File: config.mk
export PLATFORM = sky130hd
export DESIGN_NAME = spi_frame_port
export DESIGN_NICKNAME = d
export VERILOG_FILES = /design/src/rtl/spf_pkg.sv /design/src/rtl/spf_sync.sv /design/src/rtl/spf_rx.sv /design/src/rtl/spf_tx.sv /design/src/rtl/spi_frame_port.sv
export SDC_FILE = /design/constraint.sdc
export NUM_CORES = 1
export LEC_CHECK = 0
export BUFFER_PORTS_ARGS = -buffer_cell sky130_fd_sc_hd__buf_2
export CORE_AREA = 2 2 69 88
export DETAILED_ROUTE_END_ITERATION = 7
export DIE_AREA = 0 0 71 90
export HOLD_SLACK_MARGIN = 0.06
export PLACE_DENSITY = 0.72
export SYNTH_ARGS = -nofsm -noshare
export SYNTH_HDL_FRONTEND = slang
export SYNTH_SLANG_ARGS = --single-unit
File: constraint.sdc
create_clock -name clk -period 1.5 [get_ports clk]
set_clock_uncertainty 0.1 [all_clocks]
set_input_delay 0.15 -clock clk [delete_from_list [all_inputs] [get_ports clk]]
set_output_delay 0.15 -clock clk [all_outputs]
set_load 0.01 [all_outputs]
File: src/rtl/spf_pkg.sv
package spf_pkg;
  localparam int unsigned WORD_BITS   = 16;
  localparam int unsigned POS_CLEAR   = 0;
  localparam int unsigned POS_BRIDGE0 = 1;
  localparam int unsigned POS_OCD     = 13;
  localparam int unsigned POS_OVLO    = 15;

  // frame accepted: some bits clocked, whole words only, clock parked low
  function automatic logic frame_accept(input logic seen, input int unsigned residue,
                                        input logic sclk_level);
    return seen && (residue == 0) && !sclk_level;
  endfunction

  // next bit counter value, wrapping at the word width
  function automatic int unsigned residue_next(input int unsigned residue,
                                               input int unsigned width);
    return (residue == width - 1) ? 0 : residue + 1;
  endfunction

  function automatic int unsigned low_side_pos(input int unsigned bridge);
    return POS_BRIDGE0 + 2 * bridge;
  endfunction

  function automatic int unsigned high_side_pos(input int unsigned bridge);
    return POS_BRIDGE0 + 2 * bridge + 1;
  endfunction
endpackage

File: src/rtl/spf_sync.sv
module spf_sync #(
  parameter int unsigned WIDTH   = 3,
  parameter int unsigned STAGES  = 2,
  parameter logic [WIDTH-1:0] RST_VAL = '0
) (
  input  logic             clk,
  input  logic             rst_n,
  input  logic [WIDTH-1:0] async_i,
  output logic [WIDTH-1:0] sync_o
);
  for (genvar g = 0; g < WIDTH; g++) begin : g_bit
    logic [STAGES-1:0] chain;
    always_ff @(posedge clk or negedge rst_n) begin
      if (!rst_n) chain <= {STAGES{RST_VAL[g]}};
      else        chain <= {chain[STAGES-2:0], async_i[g]};
    end
    assign sync_o[g] = chain[STAGES-1];
  end
endmodule

File: src/rtl/spf_rx.sv
module spf_rx #(
  parameter int unsigned WORD_W = 16,
  localparam int unsigned CNT_W = $clog2(WORD_W)
) (
  input  logic              clk,
  input  logic              rst_n,
  input  logic              cs_fall,
  input  logic              cs_rise,
  input  logic              sclk_rise,
  input  logic              sclk_level,
  input  logic              si_level,
  output logic [WORD_W-1:0] rx_shift,
  output logic [CNT_W-1:0]  residue,
  output logic              seen,
  output logic              accept,
  output logic [WORD_W-1:0] cmd_q,
  output logic              valid_q
);
  import spf_pkg::*;

  assign accept = frame_accept(seen, int'(residue), sclk_level);

  always_ff @(posedge clk or negedge rst_n) begin
    if (!rst_n) begin
      rx_shift <= '0;
      residue  <= '0;
      seen     <= 1'b0;
    end else if (cs_fall) begin
      residue <= '0;
      seen    <= 1'b0;
    end else if (sclk_rise) begin
      rx_shift <= {si_level, rx_shift[WORD_W-1:1]};
      residue  <= CNT_W'(residue_next(int'(residue), WORD_W));
      seen     <= 1'b1;
    end
  end

  always_ff @(posedge clk or negedge rst_n) begin
    if (!rst_n) begin
      cmd_q   <= '0;
      valid_q <= 1'b0;
    end else begin
      valid_q <= cs_rise && accept;
      if (cs_rise && accept) cmd_q <= rx_shift;
    end
  end
endmodule

File: src/rtl/spf_tx.sv
module spf_tx #(
  parameter int unsigned WORD_W = 16
) (
  input  logic              clk,
  input  logic              rst_n,
  input  logic              cs_level,
  input  logic              sclk_fall,
  input  logic              seen,
  input  logic              feed_bit,
  input  logic [WORD_W-1:0] status_i,
  output logic              so_bit
);
  logic [WORD_W-1:0] tx_shift;

  always_ff @(posedge clk or negedge rst_n) begin
    if (!rst_n)                tx_shift <= '0;
    else if (cs_level)         tx_shift <= status_i;
    else if (sclk_fall && seen) tx_shift <= {feed_bit, tx_shift[WORD_W-1:1]};
  end

  assign so_bit = tx_shift[0];
endmodule

File: src/rtl/spi_frame_port.sv
module spi_frame_port #(
  parameter int unsigned WORD_W      = spf_pkg::WORD_BITS,
  parameter int unsigned SYNC_STAGES = 2,
  parameter int unsigned NUM_BRIDGES = 3,
  localparam int unsigned CNT_W      = $clog2(WORD_W)
) (
  input  logic                   clk,
  input  logic                   rst_n,
  input  logic                   csb_i,
  input  logic                   sclk_i,
  input  logic                   si_i,
  input  logic [WORD_W-1:0]      status_i,
  output logic                   so_d,
  output logic                   so_oe,
  output logic [WORD_W-1:0]      cmd_word,
  output logic                   cmd_valid,
  output logic [NUM_BRIDGES-1:0] ls_en,
  output logic [NUM_BRIDGES-1:0] hs_en,
  output logic                   ocd_en,
  output logic                   ovlo_en,
  output logic                   status_clr
);
  import spf_pkg::*;

  logic [2:0] sync_lv;
  logic cs_w, sclk_w, si_w;
  logic cs_q, sclk_q;
  logic cs_fall_w, close_w, sclk_rise_w, sclk_fall_w;
  logic [WORD_W-1:0] rx_shift_w;
  logic [CNT_W-1:0]  residue_w;
  logic seen_w, accept_w;

  spf_sync #(.WIDTH(3), .STAGES(SYNC_STAGES), .RST_VAL(3'b100)) u_sync (
    .clk(clk), .rst_n(rst_n), .async_i({csb_i, sclk_i, si_i}), .sync_o(sync_lv)
  );
  assign cs_w   = sync_lv[2];
  assign sclk_w = sync_lv[1];
  assign si_w   = sync_lv[0];

  always_ff @(posedge clk or negedge rst_n) begin
    if (!rst_n) begin
      cs_q   <= 1'b1;
      sclk_q <= 1'b0;
    end else begin
      cs_q   <= cs_w;
      sclk_q <= sclk_w;
    end
  end

  assign cs_fall_w   = cs_q && !cs_w;
  assign close_w     = !cs_q && cs_w;
  assign sclk_rise_w = !cs_w && !sclk_q && sclk_w;
  assign sclk_fall_w = !cs_w && sclk_q && !sclk_w;

  spf_rx #(.WORD_W(WORD_W)) u_rx (
    .clk(clk), .rst_n(rst_n), .cs_fall(cs_fall_w), .cs_rise(close_w),
    .sclk_rise(sclk_rise_w), .sclk_level(sclk_w), .si_level(si_w),
    .rx_shift(rx_shift_w), .residue(residue_w), .seen(seen_w), .accept(accept_w),
    .cmd_q(cmd_word), .valid_q(cmd_valid)
  );

  spf_tx #(.WORD_W(WORD_W)) u_tx (
    .clk(clk), .rst_n(rst_n), .cs_level(cs_w), .sclk_fall(sclk_fall_w),
    .seen(seen_w), .feed_bit(rx_shift_w[WORD_W-1]), .status_i(status_i), .so_bit(so_d)
  );

  // output driver follows the raw select so the warning bit shows at once
  assign so_oe = !csb_i;

  for (genvar b = 0; b < NUM_BRIDGES; b++) begin : g_bridge
    assign ls_en[b] = cmd_word[low_side_pos(b)];
    assign hs_en[b] = cmd_word[high_side_pos(b)];
  end
  assign ocd_en     = cmd_word[POS_OCD];
  assign ovlo_en    = cmd_word[POS_OVLO];
  assign status_clr = cmd_valid && cmd_word[POS_CLEAR];
endmodule

==> results.yml, run 1 <==
run_status:
  outcome: "complete, but fails checks"
  violations: "setup timing"
power:
  peakVddDrop_v: 0.000646
  p_total_uw: 4130
  p_leak_uw: 0.00184
  power_density_nw_per_um2: 1140
floorplanning:
  die_y_um: 90
  row_count: 31
  io_pins: 49
  start_util_pct: 46.9
  core-area_um2: 5620
  dieArea_um2: 6390
  die_x_um: 71
global_route:
  grt_max_degree: 28
  grt_first_pass_wirelength_mm: 8.20
  use_met1_pct: 21.3
  gr-max-usage-layer: "met2"
  grt_pass1_vias: 1755
  grt_usage_pct: 16.7
  grt_use_met2_pct: 25.8
  antenna_found_initial: 0
  grt.overflow.total: 0
  use_met3_pct: 4.37
worst_setup_path:
  crit_path_end_kind: "register"
  r2r-start: "sclk_q"
  startpoint: "sclk_q"
  reg2reg_depth: 5
  ff2ff_setup_slack_ns: -0.08
  required_ns: 1.62
  worstSetupEndpoint: "u_rx.rx_shift[12]"
  r2r_end: "u_rx.rx_shift[12]"
  start_kind: "register"
  arrival_ns: 1.70
  critPathKind: "reg -> reg"
  crit_fanout: 8
detailed_routing:
  drt-wirelength-per-cell_um: 14.0
  viasPerCell: 4.95
  antenna_left: 0
  drt_wl_total_mm: 5.09
  first_pass_iters: 4
  drt_first_iter_violations: 75
  routed-via-count: 1801
  drc: 0
worst_hold_path:
  hp-class: "in -> async"
timing:
  slew_headroom_pct: 69.2
  hold_violations: 0
  min_period_ns: 1.58
  tns_ns: -1.23
  worstMarginPinSlew_ns: 0.462
  fmax_mhz: 634
  finalCritPeriodShare_pct: 105
  grt_setup_unrepaired: "true"
  setup_viol: 24
  hold_ws_ns: 0.202
  setup_ws_ns: -0.0779
  slew_violations: 0
yosys:
  avgSynthCellArea_um2: 12.7
  yosysSeqAreaShare_pct: 59.0
  synth_top_area_share_pct: 56.0
  synthesis.nets: 231
  yosysTopAreaCell: "dfrtp_1"
  synth.area.top_cells: "dfrtp_1 56%, mux2_2 9.8%, a21oi_1 6.6%, mux2_4 5.1%, nor2b_1 3.8%"
  syn_inst: 208
  synth_seq_cells: 62
  synth_cell_type_count: 32
  synth_warnings: 0
  netlist_area_um2: 2640
finish:
  fin_nets: 317
  syn_to_final_growth_pct: 37.7
  fin_cells: 364
  diodes: 0
  drive_gt1_share_pct: 43.6
  final_cell_area_um2: 3630
clock_tree:
  tritoncts: "yes"
  htreeDepth: 3
  numCtsBuffers: 9
  cts_root_buf: "clkbuf_8"
  clk_latency_ns: 0.33
  cts_sinks: 62
  path_clk_slew_ns: 0.07
  clockBufferDepth: 2
place:
  place_inst: 321
  gp_congestion: 0.819
  place_hpwl_mm: 3.14
  placed_area_um2: 3060
  io_buffer_count: 48
job:
  drv_cap: 0
==> power by group <==
| group | internal [uW] | leakage, uW | switching (uW) |
|---|---|---|---|
| Sequential | 1830 | 0.000787 | 116 |
| Combinational | 347 | 0.000953 | 241 |
| Clock | 973 | 0.000105 | 620 |
| Total | 3150 | 0.00184 | 977 |
==> area by class of cell <==
cell class,count,area [um2]
sequential,62,1560
clock inverter,5,83.8
fill,390,1990
clock buffer,10,138
multi-input combinational,123,1030
timing repair buffer,92,713
inverter,6,22.5
tap,66,82.6
==> cells in the mapped netlist <==
master and n:
ha_1 2, nand2_1 18, o211ai_1 1, and3b_1 1
inv_1 6, or2b_1 1, dfrtp_1 59, nand3b_1 2
nand4b_4 1, buf_4 9, clkbuf_1 6, mux2_4 9
nor3_4 1, nor2b_1 16, o41ai_1 1, buf_2 1
or3_1 1, o21a_1 1, o22ai_1 1, nor3b_1 1
nand4bb_1 1, dfstp_2 3, a31oi_1 1, mux2_2 23
o2bb2ai_1 1, o21ai_0 1, and2_1 1, buf_6 1
nor4b_4 1, a22oi_1 1, a21oi_1 35, nand2b_1 1
==> what timing repair did <==
item	CTS	global route
pin swaps	1	3
gates resized for setup	3	21
setup buffers	2	5
cloned	1	1
endpoints found under the hold margin	81	0
setup endpoints to repair	27	36
hold buffers	20	0
==> critical path: stages, from the launching register on <==
cell      delay [ns]
dfrtp_1         0.38
nand2b_4        0.17
nor3_4          0.25
buf_6           0.15
buf_16          0.13
mux2_4          0.30
==> through the flow <==
step	setup slack (ns)	util [%]
6_report	-0.0779	64.6
5_1_grt	-0.141	64.6
4_1_cts	-0.0751	62.9
3_5_place_dp	-0.0731	54.3
3_3_place_gp	-0.0253	54.3
2_1_floorplan	-0.113	-
==> routing by layer <==
metal / vias up / share of wire (%) / routed length, um
met5: - / 0 / 0
met1: 871 / 43 / 2180
met2: 39 / 51 / 2590
met4: 0 / 2.3 / 116
li1: 881 / - / -
met3: 10 / 4.0 / 203
==> logic make-up (layout without fill, tap and decap cells) <==
group | after synthesis | count (layout) | share of synthesized area [%]
and+or+nand+nor | 46 | 46 | 11.4
adders and majority gates | 2 | 2 | 0.949
AOI/OAI and AO/OA | 43 | 43 | 8.83
buffers and inverters | 23 | 113 | 4.89
DFF | 62 | 62 | 59.0
muxes | 32 | 32 | 15.0
==> sequential cells by signal, summed over array words and instances, names as in the netlist, 4 cells and up <==
name,flops
u_tx.tx_shift,16
u_rx.rx_shift,16
u_rx.residue,4
u_rx.cmd_q,16
u_sync.g_bit.chain,6
==> placed cells by master, fill, tap and decap left out, types with 2 or more instances in the layout <==
cell type / instances
mux2_4: 25
buf_12: 4
dlygate4sd3_1: 20
ha_1: 2
nand3b_1: 2
dfstp_2: 3
nand2_1: 18
dfrtp_1: 58
clkinvlp_4: 2
inv_1: 6
a21oi_2: 2
buf_4: 13
a21oi_1: 33
clkbuf_8: 10
bufinv_16: 2
nor2b_1: 16
mux2_2: 7
buf_2: 48
buf_6: 6
==> worst min-delay path by stage <==
stage	end	slack, ns	startpoint	cells after the start
floorplan	sclk_q	-0.25	rst_n	0
global placement	u_rx.rx_shift[5]	0.03	rst_n	1
detailed placement	u_rx.rx_shift[5]	0.03	rst_n	1
CTS	u_tx.tx_shift[13]	0.20	rst_n	2
global route	u_tx.tx_shift[13]	0.23	rst_n	2
finish	u_rx.rx_shift[5]	0.20	rst_n	2
(Power assumes the default switching activity.)
==> run 2: changes to the inputs <==
==> constraint.sdc (replaced) <==
create_clock -name clk -period 1.5 [get_ports clk]
set_clock_uncertainty 0.1 [all_clocks]
set_input_delay 0.3 -clock clk [delete_from_list [all_inputs] [get_ports clk]]
set_output_delay 0.3 -clock clk [all_outputs]
set_load 0.01 [all_outputs]
==> run 2 against run 1 <==
Against the previous run: worst setup slack better by 0.0051 ns; combinational power down 5.6%; critical endpoint unchanged; the run still ends with setup timing left; first-iteration DRC count up 9.3%; non-clock buffer count down 16; clock power about the same; via count down 3.9%; sequential share of layout area up 2.0 points; die area unchanged; fmax up 0.32%.
==> results.yml, run 2 (synthesis results as in run 1) <==
run_status:
  violations: "setup timing"
  outcome: "complete, but fails checks"
worst_setup_path:
  arrival_ns: 1.69
  crit_path_end_kind: "register"
  reg2reg_depth: 5
  r2r_end: "u_rx.rx_shift[12]"
  start_kind: "register"
  crit_fanout: 8
  r2r-start: "sclk_q"
  ff2ff_setup_slack_ns: -0.07
  required_ns: 1.62
  critPathKind: "reg -> reg"
clock_tree:
  path_clk_slew_ns: 0.07
  htreeDepth: 3
  cts_sinks: 62
  cts_root_buf: "clkbuf_8"
  clk_latency_ns: 0.33
  clockBufferDepth: 2
  tritoncts: "yes"
  numCtsBuffers: 9
detailed_routing:
  drt_first_iter_violations: 82
  drt_wl_total_mm: 4.89
  drc: 0
  drt-wirelength-per-cell_um: 14.0
  antenna_left: 0
  routed-via-count: 1730
  first_pass_iters: 4
  viasPerCell: 4.97
floorplanning:
  row_count: 31
  die_x_um: 71
  io_pins: 49
  dieArea_um2: 6390
  die_y_um: 90
  core-area_um2: 5620
  start_util_pct: 46.9
timing:
  hold_ws_ns: 0.110
  slew_violations: 0
  hold_violations: 0
  setup_viol: 24
  slew_headroom_pct: 68.8
  worstMarginPinSlew_ns: 0.468
  grt_setup_unrepaired: "true"
  setup_ws_ns: -0.0728
  min_period_ns: 1.57
  fmax_mhz: 636
  finalCritPeriodShare_pct: 105
finish:
  reg.largest.list: "u_rx.cmd_q: 16 flops, u_rx.rx_shift: 16 flops, u_tx.tx_shift: 16 flops"
  fin_cells: 348
  drive_gt1_share_pct: 46.1
  layout_commonest_cell: "dfrtp_1"
  layout.area.seq_um2: 1560
  diodes: 0
  fin_nets: 301
  multi_input_area_um2: 1030
  layout_common_cells: "58 x dfrtp_1, 48 x buf_2, 33 x a21oi_1"
  num-fill-cells: 418
  final_cell_area_um2: 3470
  syn_to_final_growth_pct: 31.7
worst_hold_path:
  whs_endpoint: "u_tx.tx_shift[6]"
  min_from: "status_i[6]"
  whs_path_depth: 3
  hp-class: "in -> reg"
place:
  placed_area_um2: 3060
  place_inst: 321
  gp_congestion: 0.819
  io_buffer_count: 48
  place_hpwl_mm: 3.14
global_route:
  grt_max_degree: 28
  antenna_found_initial: 0
  grt_pass1_vias: 1667
  grt_first_pass_wirelength_mm: 7.76
  grt.overflow.total: 0
  grt_usage_pct: 15.7
power:
  peakVddDrop_v: 0.000647
  power_density_nw_per_um2: 1180
  p_leak_uw: 0.00178
job:
  drv_cap: 0
[run 2: changes by cell type in the layout (fill, tap and decap cells not counted), sizes merged]
cell         previous run  this run
dlygate4sd3            20         4
[run 2: how the worst max path moves through the flow]
stage / from / endpoint / slack (ns) / cells past startpoint
6_report: sclk_q / u_rx.rx_shift[12] / -0.07 / 5
5_1_grt: u_sync.g_bit[1].chain[1] / u_rx.cmd_q[13] / -0.14 / 4
4_1_cts: u_sync.g_bit[1].chain[1] / u_rx.cmd_q[13] / -0.08 / 4
3_5_place_dp: u_sync.g_bit[1].chain[1] / u_rx.cmd_q[13] / -0.07 / 4
3_3_place_gp: u_sync.g_bit[1].chain[1] / u_rx.cmd_q[8] / -0.03 / 4
2_1_floorplan: u_rx.residue[2] / u_rx.cmd_q[0] / -0.11 / 4
[run 2: per-layer routing]
| layer | vias to the layer above | global-route usage (%) | routed length [um] |
|---|---|---|---|
| li1 | 847 | - | - |
| met1 | 836 | 20.9 | 2160 |
| met2 | 40 | 23.1 | 2440 |
| met3 | 7 | 4.37 | 194 |
| met4 | 0 | 8.81 | 91 |
| met5 | - | 0 | 0 |
[run 2: critical path, stage by stage (launching register included)]
cell and delay [ns]:
dfrtp_1 0.38, nand2b_4 0.17, nor3_4 0.25, buf_6 0.15, buf_16 0.13, mux2_4 0.30
[run 2: area by class of cell]
cell class	instances	area share, %
clock buffer	10	3.97
timing repair buffer	76	15.9
sequential	62	44.8
inverter	6	0.649
multi-input combinational	123	29.8
clock inverter	5	2.42
tap	66	2.38
[run 2: where the power goes]
part / switching [uW] / internal [uW]
clock: 620 / 973
sequential: 115 / 1830
combinational: 235 / 320
total: 970 / 3130
[run 2: stage by stage]
step           power [uW]  setup slack, ns  setup TNS, ns  utilization [%]
3_5_place_dp         2490          -0.0731         -0.805             54.3
6_report             4100          -0.0728          -1.18             61.7
5_1_grt              4300           -0.137          -3.09             61.7
3_3_place_gp         2470          -0.0253         -0.224             54.3
2_1_floorplan        2280           -0.113          -1.92                -
4_1_cts              4130          -0.0751         -0.967             60.0
[run 2: repair_timing]
item / in CTS / in global routing
pin swaps: 1 / 3
setup endpoints to repair: 27 / 36
cloned: 1 / 1
hold buffers: 4 / 0
resized for setup: 3 / 21
endpoints found under the hold margin: 16 / 0
buffers inserted: 2 / 5
==> run 3: changes to the inputs <==
- CELL_PAD_IN_SITES_DETAIL_PLACEMENT: default -> 1
- CELL_PAD_IN_SITES_GLOBAL_PLACEMENT: default -> 1
- CORE_AREA: 2 2 69 88 -> 2 2 81 103
- DIE_AREA: 0 0 71 90 -> 0 0 83 105
- PLACE_DENSITY: 0.72 -> 0.66
==> run 3 against run 2 <==
Against the previous run: the flow still finishes with violations (setup timing); count of clock-buffer cells in the layout increased by 1; cell count increased by 6.3%; via count increased by 3.5%; global-route usage down 2.1 points; critical path depth unchanged; final area grew 2.9%; first-iteration DRC count fell by 71%; fmax is 0.97% higher; critical endpoint is now u_rx.rx_shift[5]; highest routed layer unchanged.
==> results.yml, run 3 (synthesis results as in run 1) <==
clock_tree:
  cts_post_setup_buffers_inserted: 0
  htreeDepth: 3
  numCtsBuffers: 9
  cts_sinks: 62
  tritoncts: "yes"
  path_clk_slew_ns: 0.07
  clk_latency_ns: 0.34
  cts_root_buf: "clkbuf_8"
  clockBufferDepth: 2
finish:
  fin_cells: 370
  multi_input_area_um2: 1160
  fin_nets: 293
  layout_commonest_cell: "dfrtp_1"
  drive_gt1_share_pct: 52.7
  layout.area.seq_um2: 1560
  syn_to_final_growth_pct: 35.5
  layout_common_cells: "58 x dfrtp_1, 48 x buf_2, 24 x mux2_4"
  num-fill-cells: 811
  reg.largest.list: "u_rx.cmd_q: 16 flops, u_rx.rx_shift: 16 flops, u_tx.tx_shift: 16 flops"
  diodes: 0
timing:
  worstMarginPinSlew_ns: 0.336
  slew_headroom_pct: 77.6
  grt_setup_unrepaired: "true"
  finalCritPeriodShare_pct: 104
  setup_viol: 42
  min_period_ns: 1.56
  tns_ns: -1.06
  setup_ws_ns: -0.0577
  slew_violations: 0
  fmax_mhz: 642
  hold_violations: 0
worst_setup_path:
  ff2ff_setup_slack_ns: -0.06
  crit_path_end_kind: "register"
  path_buf_inv: 2
  start_kind: "register"
  crit_fanout: 17
  critPathKind: "reg -> reg"
  cpMostUsedCell: "buf_12"
  slowest_delay_ns: 0.41
  cp_slowest_cell: "dfrtp_2"
  crit_chain: "buf_12, nand2b_4, nor3_4, buf_12, mux2_2"
  arrival_ns: 1.68
  crit_family: "flip-flops"
  required_ns: 1.62
power:
  swShare_pct: 25.2
  p_sw_uw: 1060
  p_total_uw: 4210
  power_density_nw_per_um2: 1180
  pwr-share-comb_pct: 14.1
  p_clk_share_pct: 39.0
  peakVddDrop_v: 0.000678
  p_int_uw: 3150
  power_frac_seq_pct: 46.9
  p_leak_uw: 0.00176
place:
  io_buffer_count: 48
  place_hpwl_mm: 3.58
  place_inst: 349
  gp_congestion: 0.723
run_status:
  violations: "setup timing"
  outcome: "complete, but fails checks"
detailed_routing:
  viasPerCell: 4.84
  drt_first_iter_violations: 24
  drt_wl_total_mm: 5.81
  first_pass_iters: 3
  drt-wirelength-per-cell_um: 15.7
  antenna_left: 0
  drc: 0
  routed-via-count: 1791
global_route:
  grt_max_degree: 63
  grt_first_pass_wirelength_mm: 9.36
  antenna_found_initial: 0
  grt_usage_pct: 13.6
  grt_pass1_vias: 1901
  grt.overflow.total: 0
floorplanning:
  die_y_um: 105
  start_util_pct: 34.2
  dieArea_um2: 8720
  io_pins: 49
  row_count: 36
  die_x_um: 83
  core-area_um2: 7700
job:
  drv_cap: 0
worst_hold_path:
  hp-class: "in -> reg"
==> run 3: changes by cell type in the layout (fill, tap and decap cells not counted), sizes merged <==
cell,before,now
clkinvlp,2,0
clkinv,1,3
buf,72,63
clkbuf,10,12
==> run 3: what timing repair did <==
item / 4_1_cts / 5_1_grt
gates cloned: 0 / 1
hold buffers: 4 / 0
gates resized for setup: 4 / 43
pin swaps: 1 / 31
endpoints found under the setup margin: 48 / 49
endpoints found under the hold margin: 62 / 0
==> run 3: worst paths after layout <==
| kind | end | startpoint | cells past startpoint |
|---|---|---|---|
| max | u_rx.rx_shift[5] | u_sync.g_bit[1].chain[1] | 5 |
| max reg2reg | u_rx.rx_shift[5] | u_sync.g_bit[1].chain[1] | 5 |
| min in group asynchronous | u_tx.tx_shift[4] | rst_n | 3 |
| max in group asynchronous | u_sync.g_bit[2].chain[1] | rst_n | 3 |
| min reg2reg | u_sync.g_bit[1].chain[1] | u_sync.g_bit[1].chain[0] | 0 |
| min | u_tx.tx_shift[12] | status_i[12] | 3 |
==> run 3: layer usage <==
layer	vias up	GRT usage, %	wire, um
li1	832	-	-
met2	41	22.5	3080
met4	0	7.61	91
met5	-	0	0
met1	910	16.5	2420
met3	8	2.69	216
==> run 3: power groups by stage <==
stage                     Clock, uW  Combinational (uW)  Sequential [uW]
final                          1640                 592             1970
after global routing           1770                 655             2000
after CTS                      1690                 547             1960
after detailed placement          0                 528             1990
after global placement            0                 511             1980
after floorplan                   0                 308             1980
==> run 3: layout make-up <==
class	count	area share, %
multi-input cells	123	32.5
clock buffers	11	3.96
clock inverters	5	2.31
repair buffers	68	13.7
inverters	6	0.630
well taps	95	3.33
flip-flops and latches	62	43.6
==> run 3: metrics by stage <==
step	worst slack, ns	cell area [um2]	hold WS, ns	utilization (%)
after global placement	-0.0147	3080	0.235	40.0
after floorplan	-0.113	2670	-0.0956	-
after global routing	-0.102	3570	0.105	46.4
after detailed placement	-0.0518	3080	0.239	40.0
after CTS	-0.0626	3360	0.108	43.6
final	-0.0577	3570	0.102	46.4
==> run 3: worst min-delay path: cells and delay by family <==
| kind | cells | cell delay, ns |
|---|---|---|
| compound gates | 1 | 0.09 |
| buf+inv | 1 | 0.08 |
| simple gates | 1 | 0.04 |
